===== config.mk =====
export PLATFORM = sky130hd
export DESIGN_NAME = stage_tap_timer
export DESIGN_NICKNAME = d
export VERILOG_FILES = /design/src/rtl/tmr_pkg.sv /design/src/rtl/tmr_counter.sv /design/src/rtl/tmr_tap_mux.sv /design/src/rtl/tmr_ctrl_fsm.sv /design/src/rtl/stage_tap_timer.sv
export SDC_FILE = /design/constraint.sdc
export NUM_CORES = 1
export LEC_CHECK = 0
export ABC_AREA = 1
export CAP_MARGIN = 20
export CORE_MARGIN = 10
export CORE_UTILIZATION = 63
export CTS_BUF_LIST = sky130_fd_sc_hd__clkbuf_4 sky130_fd_sc_hd__clkbuf_8
export DETAILED_ROUTE_END_ITERATION = 16
export MAX_ROUTING_LAYER = met4
export PLACE_DENSITY_LB_ADDON = 0.25
export RECOVER_POWER = 25
export SETUP_SLACK_MARGIN = 0.1
export SLEW_MARGIN = 20
export SYNTH_ARGS = -nofsm -noshare
export SYNTH_HDL_FRONTEND = slang
export SYNTH_HIERARCHICAL = 1
export SYNTH_SLANG_ARGS = --single-unit

===== constraint.sdc =====
create_clock -name clk -period 2.07 [get_ports clk]
set_input_delay 0.3105 -clock clk [delete_from_list [all_inputs] [get_ports clk]]
set_output_delay 0.3105 -clock clk [all_outputs]
set_load 0.01 [all_outputs]

===== src/rtl/tmr_pkg.sv =====
`timescale 1ns/1ps
package tmr_pkg;
    typedef enum logic [1:0] {
        ST_BOOT    = 2'd0,
        ST_ARMED   = 2'd1,
        ST_RUN     = 2'd2,
        ST_LATCHED = 2'd3
    } tmr_state_e;

    localparam int TMR_NUM_SEL = 4;
    localparam int TMR_STG_W   = 5;
endpackage


===== src/rtl/tmr_counter.sv =====
`timescale 1ns/1ps
module tmr_counter #(
    parameter int CNT_W = 16
) (
    input  logic             clk,
    input  logic             clr,
    input  logic             en,
    output logic [CNT_W-1:0] cnt
);
    always_ff @(posedge clk or posedge clr) begin
        if (clr) begin
            cnt <= '0;
        end else if (en) begin
            cnt <= cnt + 1'b1;
        end
    end

    // one step per enabled edge
    a_r1_count_step: assert property (@(posedge clk) disable iff (clr)
        en |=> (cnt == CNT_W'($past(cnt) + 1'b1)));
    a_r1_count_hold: assert property (@(posedge clk) disable iff (clr)
        !en |=> $stable(cnt));
endmodule


===== src/rtl/tmr_tap_mux.sv =====
`timescale 1ns/1ps
module tmr_tap_mux
    import tmr_pkg::*;
#(
    parameter int CNT_W = 16,
    parameter logic [TMR_NUM_SEL-1:0][TMR_STG_W-1:0] STAGES =
        {5'd16, 5'd8, 5'd10, 5'd13}
) (
    input  logic [CNT_W-1:0] cnt,
    input  logic [1:0]       sel,
    output logic             tap
);
    logic [TMR_NUM_SEL-1:0] taps;

    for (genvar i = 0; i < TMR_NUM_SEL; i++) begin : g_tap
        localparam int BIT_IDX = int'(STAGES[i]) - 1;
        assign taps[i] = cnt[BIT_IDX];
    end

    assign tap = taps[sel];
endmodule


===== src/rtl/tmr_ctrl_fsm.sv =====
`timescale 1ns/1ps
module tmr_ctrl_fsm
    import tmr_pkg::*;
(
    input  logic clk,
    input  logic por_n,
    input  logic mres,
    input  logic auto_off,
    input  logic mode_recycle,
    input  logic tap,
    output logic cnt_en,
    output logic latched,
    output tmr_state_e state
);
    tmr_state_e nxt;

    always_ff @(posedge clk or negedge por_n) begin
        if (!por_n) begin
            state <= ST_BOOT;
        end else begin
            state <= nxt;
        end
    end

    always_comb begin
        nxt = state;
        unique case (state)
            ST_BOOT:    nxt = (auto_off && !mres) ? ST_ARMED : ST_RUN;
            ST_ARMED:   if (mres) nxt = ST_RUN;
            ST_RUN:     if (!mode_recycle && tap && !mres) nxt = ST_LATCHED;
            ST_LATCHED: if (mode_recycle || mres) nxt = ST_RUN;
            default:    nxt = ST_BOOT;
        endcase
    end

    always_comb begin
        cnt_en  = 1'b0;
        latched = 1'b0;
        unique case (state)
            ST_BOOT:    cnt_en = !auto_off;
            ST_ARMED:   cnt_en = 1'b0;
            ST_RUN:     cnt_en = 1'b1;
            ST_LATCHED: begin
                cnt_en  = 1'b1;
                latched = !mres;
            end
            default:    cnt_en = 1'b0;
        endcase
    end

    // latch holds while one-shot and no master reset
    a_r4_latch_hold: assert property (@(posedge clk) disable iff (!por_n)
        (state == ST_LATCHED && !mode_recycle && !mres) |=> (state == ST_LATCHED));
    // recycle mode releases the latch
    a_r9_leave_latch: assert property (@(posedge clk) disable iff (!por_n)
        (state == ST_LATCHED && mode_recycle) |=> (state == ST_RUN));
    // armed state is left only through master reset
    a_r7_armed_wait: assert property (@(posedge clk) disable iff (!por_n)
        (state == ST_ARMED && !mres) |=> (state == ST_ARMED));
endmodule


===== src/rtl/stage_tap_timer.sv =====
`timescale 1ns/1ps
module stage_tap_timer
    import tmr_pkg::*;
#(
    parameter int CNT_W = 16,
    parameter logic [TMR_NUM_SEL-1:0][TMR_STG_W-1:0] STAGES =
        {5'd16, 5'd8, 5'd10, 5'd13}
) (
    input  logic       clk,
    input  logic       por_n,
    input  logic       mres,
    input  logic       auto_off,
    input  logic [1:0] sel,
    input  logic       mode_recycle,
    input  logic       start_high,
    output logic       tmr_out
);
    logic             cnt_clr;
    logic             cnt_en;
    logic             latched;
    logic             tap;
    logic [CNT_W-1:0] cnt;
    tmr_state_e       state;

    assign cnt_clr = !por_n || mres;

    tmr_counter #(.CNT_W(CNT_W)) u_cnt (
        .clk (clk),
        .clr (cnt_clr),
        .en  (cnt_en),
        .cnt (cnt)
    );

    tmr_tap_mux #(.CNT_W(CNT_W), .STAGES(STAGES)) u_mux (
        .cnt (cnt),
        .sel (sel),
        .tap (tap)
    );

    tmr_ctrl_fsm u_fsm (
        .clk          (clk),
        .por_n        (por_n),
        .mres         (mres),
        .auto_off     (auto_off),
        .mode_recycle (mode_recycle),
        .tap          (tap),
        .cnt_en       (cnt_en),
        .latched      (latched),
        .state        (state)
    );

    assign tmr_out = start_high ^ (latched | tap);

    // master reset holds the count at zero
    a_r6_mres_clear: assert property (@(posedge clk) disable iff (!por_n)
        mres |-> (cnt == '0));
    // during master reset the output shows the start level
    a_r5_start_level: assert property (@(posedge clk) disable iff (!por_n)
        mres |-> (tmr_out == start_high));
    // no counting while armed
    a_r7_armed_idle: assert property (@(posedge clk) disable iff (cnt_clr)
        (state == ST_ARMED) |-> (cnt == '0));
endmodule


# Word-level counts from Yosys, hierarchy flattened
# Index checks and enable logic that the tools add are counted.
dict set report totals {
  register_bits 18
  inputBits 8
  output_inout_bits 1
  wordCells 33
}
dict set report classes {
  n_addsub 1
  n_lt_le_gt_ge 1
  eq_ne 6
  n_mux 9
  n_bitwise 2
  reduce_logical 12
}
# op n
set ops {}
lappend ops {{16-bit by 1-bit adder with 16-bit output, second input constant} 1}
lappend ops {{2-bit 2-to-1 mux} 4}
lappend ops {{2-bit one-hot mux with 4 select lines} 1}
lappend ops {{2-bit equality test, second input constant} 2}
lappend ops {{1-bit zero test} 4}
lappend ops {{2-bit by 1-bit inequality test with 1-bit output, second input constant} 2}
lappend ops {{1-bit logical AND} 3}
lappend ops {{2-bit by 3-bit less-than comparator with 1-bit output, second input constant} 1}
lappend ops {{1-bit one-hot mux with 3 select lines} 1}
lappend ops {{3-bit AND reduction} 1}
lappend ops {{1-bit binary-select mux with 2-bit select} 1}
lappend ops {{2-bit by 1-bit equality test with 1-bit output, second input constant} 1}
lappend ops {{2-bit zero test} 1}
lappend ops {{1-bit logical OR} 2}
lappend ops {{1-bit 2-to-1 mux} 2}
lappend ops {{2-bit inequality test, second input constant} 1}
lappend ops {{2-bit OR reduction} 1}
lappend ops {{1-bit bitwise OR} 1}
lappend ops {{1-bit bitwise XOR} 1}

# Logic depth before layout (Yosys ltp)
dict set report logic_depth {
  ltp_word 6
  ltp_mapped 11
  mapped_depth_nobuf 11
}

# Cells and area by module
# The synthesis kept the hierarchy.
# mod instances cells_each area_per_inst_um2 seq_area_each_um2
set by_module_without_submodules {}
lappend by_module_without_submodules {tmr_counter 1 91 807.0 400.4}
lappend by_module_without_submodules {tmr_ctrl_fsm 1 18 121.4 50.0}
lappend by_module_without_submodules {tmr_tap_mux 1 13 51.3 0.0}
lappend by_module_without_submodules {stage_tap_timer 1 7 27.5 0.0}

# Worst setup path before layout
# Ideal clock, no wire load.
dict set report synth_timing {
  path_type {flip-flop to flip-flop}
  from {register u_fsm.state[0]}
  to {register u_cnt.cnt[15]}
  setup_time_ps 113
  arrival_time_ps 1238
  required_ps 1957
  setup_slack_ps 719
  stages_incl_launch_ff 11
  n_path_buf 0
  period_less_slack_ps 1351
  cell_sequence {dfrtp_1 -> inv_1 -> nand2_1 -> nand2_1 -> nand2_2 -> nor2_4 -> nand2_2 -> nor2_2 -> nand3_1 -> nand2_1 -> inv_1}
}
dict set report synth_between {
  elab_chain_len 3
  elab_cells_between_ends 6
  cone_classes {eq/ne: 3; mux: 1; reduce/logical: 2}
}
# element line_no
set synth_rtl {}
lappend synth_rtl {{start: declaration} tmr_ctrl_fsm.sv:13} ;# output tmr_state_e state
lappend synth_rtl {{start signal: assignment} tmr_ctrl_fsm.sv:21} ;# state <= nxt;
lappend synth_rtl {{2-bit equality test} tmr_ctrl_fsm.sv:39} ;# unique case (state)
lappend synth_rtl {{2-bit OR reduction (no source line)} --}
lappend synth_rtl {{1-bit one-hot mux with 3 select lines *} tmr_ctrl_fsm.sv:39}
lappend synth_rtl {{net cnt_en} stage_tap_timer.sv:19} ;# logic cnt_en;
lappend synth_rtl {{end signal: assignment} tmr_counter.sv:14} ;# cnt <= cnt + 1'b1;
lappend synth_rtl {{end: declaration} tmr_counter.sv:8} ;# output logic [CNT_W-1:0] cnt
# The timed path passes the listed nets; every way through them passes the cells marked *.
# A chain may end at the register's enable or synchronous reset.

# Worst setup path in the final report
dict set report layout_timing {
  from {input sel[0]}
  to {output tmr_out}
}
dict set report layout_between {
  elab_chain_len 4
}
# element line_no
set layout_rtl {}
lappend layout_rtl {{start: declaration} stage_tap_timer.sv:13} ;# input logic [1:0] sel,
lappend layout_rtl {{1-bit binary-select mux with 2-bit select} tmr_tap_mux.sv:20} ;# assign tap = taps[sel];
lappend layout_rtl {{1-bit 2-to-1 mux (implied by the code)} tmr_tap_mux.sv:20}
lappend layout_rtl {{net tap} stage_tap_timer.sv:21} ;# logic tap;
lappend layout_rtl {{1-bit bitwise OR} stage_tap_timer.sv:52} ;# assign tmr_out = start_high ^ (latched | tap);
lappend layout_rtl {{1-bit bitwise XOR} stage_tap_timer.sv:52}
lappend layout_rtl {{end: declaration} stage_tap_timer.sv:16} ;# output logic tmr_out
# The timed path passes the listed nets, and every way through them passes these cells. The select of a mux whose other input is x is not followed.

==> key figures <==
Global routing
  • Grt ovf: 0
  • Initial antenna violation count: 0
  • Number of global-route vias before repair: 702
  • Largest net degree at the start of global routing: 17
  • First-pass GRT wire length: 2.97 mm
  • Total Routing Usage GR: between 10% and 20%

Placement
  • Global placement routability congestion: between 0.8 and 0.9
  • Port bufs: 8
  • DP Worst Slack: -12.7 ps
  • DP HPWL: around 1.4 mm

Final layout
  • Fraction of layout cells with a size suffix above 1: 12.1%
  • Ant diodes: 0
  • Area Growth Syn to Fin: 13.4%
  • Final nets: 151
  • Post-Route Utilization: 75.8%
  • Filler cells: 108

STA
  • Minimum clock period: between 1500 and 2000 ps
  • Final TNS setup: 0 ps
  • Fmax: 548 MHz
  • Final hold slack: 244 ps
  • Final worst slack: 246 ps
  • Worst Max-Slew Pin Slew: roughly 600 ps
  • Fin crit share: 88.1%
  • Worst slew margin: 61.1%
  • Clk_skew: between 3 and 4 ps
  • RSZ-0062 raised after global routing: no
  • Max-slew violations: 0
  • Hold Fails Final Rpt: 0
  • Setup-failing EPs final: 0

Die
  • Num ports: 9
  • Cell Rows: 14
  • Initial Utilization: 66.9%
  • Core area: 1510 um^2
  • Die H: 60.0 um
  • Die footprint: between 3000 and 4000 um^2
  • Chip width: 60.0 um

Worst setup path
  • CP Capture Type: primary output
  • Crit-path max FO: 3
  • CP cell instances: clkdlybuf4s50_1 > inv_1 > nand2_1 > nand3_1 > nand2_1 > nor2_1 > nand2_1 > nand2_1 > dlygate4sd2_1
  • Crit-path slowest cell: clkdlybuf4s50_1
  • CP dominant cell by count: nand2_1
  • Critical Path AT: 1510 ps
  • Top delay family on crit path: buffers and inverters
  • CP peak stage delay: approximately 500 ps
  • Startpoint types: input pin
  • Worst EP required: 1760 ps
  • Buffers & Inverters on Critical Path: 3
  • Critical path class: in -> out

Synth
  • Ranking of synthesized cells by area: dfrtp_1, nand2_1, inv_1
  • Number of synthesized flops with an enable pin: 0
  • Synth Cell Area: 1010 um^2
  • Synth top area share: between 40% and 50%
  • Count leader, synth: nand2_1
  • Syn avg cell area: 7.81 um^2
  • Synth area leader: dfrtp_1
  • Yosys reg bits: 18
  • Most instantiated cells after synthesis: nand2_1, inv_1, dfrtp_1
  • Synth async-reset ratio: 100%
  • Ys Warns: 6
  • Syn_nets: about 140
  • Synth unique cells: 20
  • Sequential-to-total area share from yosys stat: 44.7%
  • Main flop type after synthesis: dfrtp_1
  • Synthesized instance count: 129

Pwr
  • P_sw: around 0.13 mW
  • Sequential Power Share: 57.7%
  • Combinational power share: 6.5%
  • Peak supply drop: ~430 uV
  • Clk pwr share: 35.7%
  • P_leak: 0.624 nW
  • Pint: 0.479 mW
  • Total design power: slightly above 0.6 mW
  • Sw frac: about 22%
  • PD cells: 535 nW/um^2

CTS
  • Clk buf depth: 2
  • CTS tree: yes
  • Root Driver: clkbuf_4
  • CTS-repair resized insts: 1
  • H-tree levels: 1
  • TritonCTS Buffers: 3
  • Clk_lat worst skew: 300 ps
  • Clk sinks: 18
  • Post-CTS Repair Setup Buffers: 0
  • CTS clk-pin slew, worst paths: about 100 ps
  • Hold Buf Count CTS: 0

Run
  • Count of max-cap constraint violations: 0

Route
  • Post-Route WL: 1.72 mm
  • Via count: 765
  • First-pass DRT Iterations: 4
  • First DRT Iteration DRCs: 20
  • Wire length per cell: 10.9 um
  • Average via count per standard cell: 4.87
  • Post-route DRC violation count: 0
  • Post-route ant nets: 0

Worst hold path
  • Hold Crit Class: in -> async

Status
  • Status: finished, final reports clean
## final timing paths
kind / slack [ps] / end / cells after the start / from
hold reg to reg: 470 / u_fsm/state[0] / 1 / u_fsm/state[1]
setup reg to reg: 570 / u_cnt/cnt[15] / 10 / u_fsm/state[0]
setup / recovery: 250 / tmr_out / 9 / sel[0]
max in group asynchronous: 1070 / u_cnt/cnt[5] / 3 / por_n
min in group clk: 470 / u_fsm/state[0] / 1 / u_fsm/state[1]
hold / removal: 240 / u_fsm/state[0] / 1 / por_n
## power by group through the flow
stage          clock network, mW  registers (mW)  logic (mW)
6_report                   0.218           0.353      0.0399
5_1_grt                    0.233           0.353      0.0464
4_1_cts                    0.221           0.353      0.0417
3_5_place_dp                   0           0.360      0.0433
3_3_place_gp                   0           0.360      0.0421
2_1_floorplan                  0           0.360      0.0205
## cell type report
type / instances / area, um^2 / area share [%]
multi-input combinational: 81 / 444 / 38.9
sequential: 18 / 450 / 39.4
clock buffer: 4 / 36.3 / 3.18
tap: 16 / 20.0 / 1.75
timing repair buffer: 8 / 78.8 / 6.90
inverter: 30 / 113 / 9.86
## layer usage
metal / GRT usage (%) / vias to the layer above / part of all wire [%]
li1: - / 406 / -
met1: 13.1 / 342 / 48
met2: 16.8 / 12 / 44
met3: 2.54 / 5 / 5.5
met4: 6.73 / 0 / 2.5
met5: - / - / 0
## state kept, by name, indices dropped and copies added (netlist names)
| name | count |
|---|---|
| u_cnt/cnt | 16 |
| u_fsm/state | 2 |
## cells in the final DEF, fill, tap and decap left out
master and n:
inv_1 28, or2_2 1, dlygate4sd2_1 1, dlygate4sd3_1 2, clkbuf_4 3, xnor2_1 4
nor2_2 1, nand4_1 2, nor2_1 6, nand3b_1 1, a21oi_1 2, nand2_2 3
o21ai_1 1, nand2_1 36, clkbuf_8 1, nand3_1 9, nor2_4 3, clkdlybuf4s50_1 5
mux2_2 1, nor3_1 2, ha_1 1, nand3_2 2, xor2_1 6, dfrtp_1 18
inv_2 2
## stage by stage
step	cell area [um^2]	std cells
floorplan	1010	129
global placement	1110	153
detailed placement	1110	153
CTS	1140	157
global route	1140	157
finish	1140	157
## cell families (layout without fill, tap and decap cells)
| logic type | count (synthesis) | after routing | share of synthesized area [%] |
|---|---|---|---|
| simple gates | 66 | 66 | 31.6 |
| buf+inv | 30 | 42 | 11.2 |
| flops | 18 | 18 | 44.7 |
| xor+xnor | 10 | 10 | 8.70 |
| compound gates | 3 | 3 | 1.49 |
| fa+ha+maj | 1 | 1 | 1.24 |
| mux | 1 | 1 | 1.12 |
## worst reg2reg max path, cell delays in order (launching register included)
cell,delay (ps)
dfrtp_1,400
inv_1,80
nand2_1,70
nand2_1,170
nand2_2,90
nor2_4,170
nand2_2,100
nor2_2,150
nand3_1,80
nand2_1,70
inv_1,40
Power figures use the tool's default switching activity.
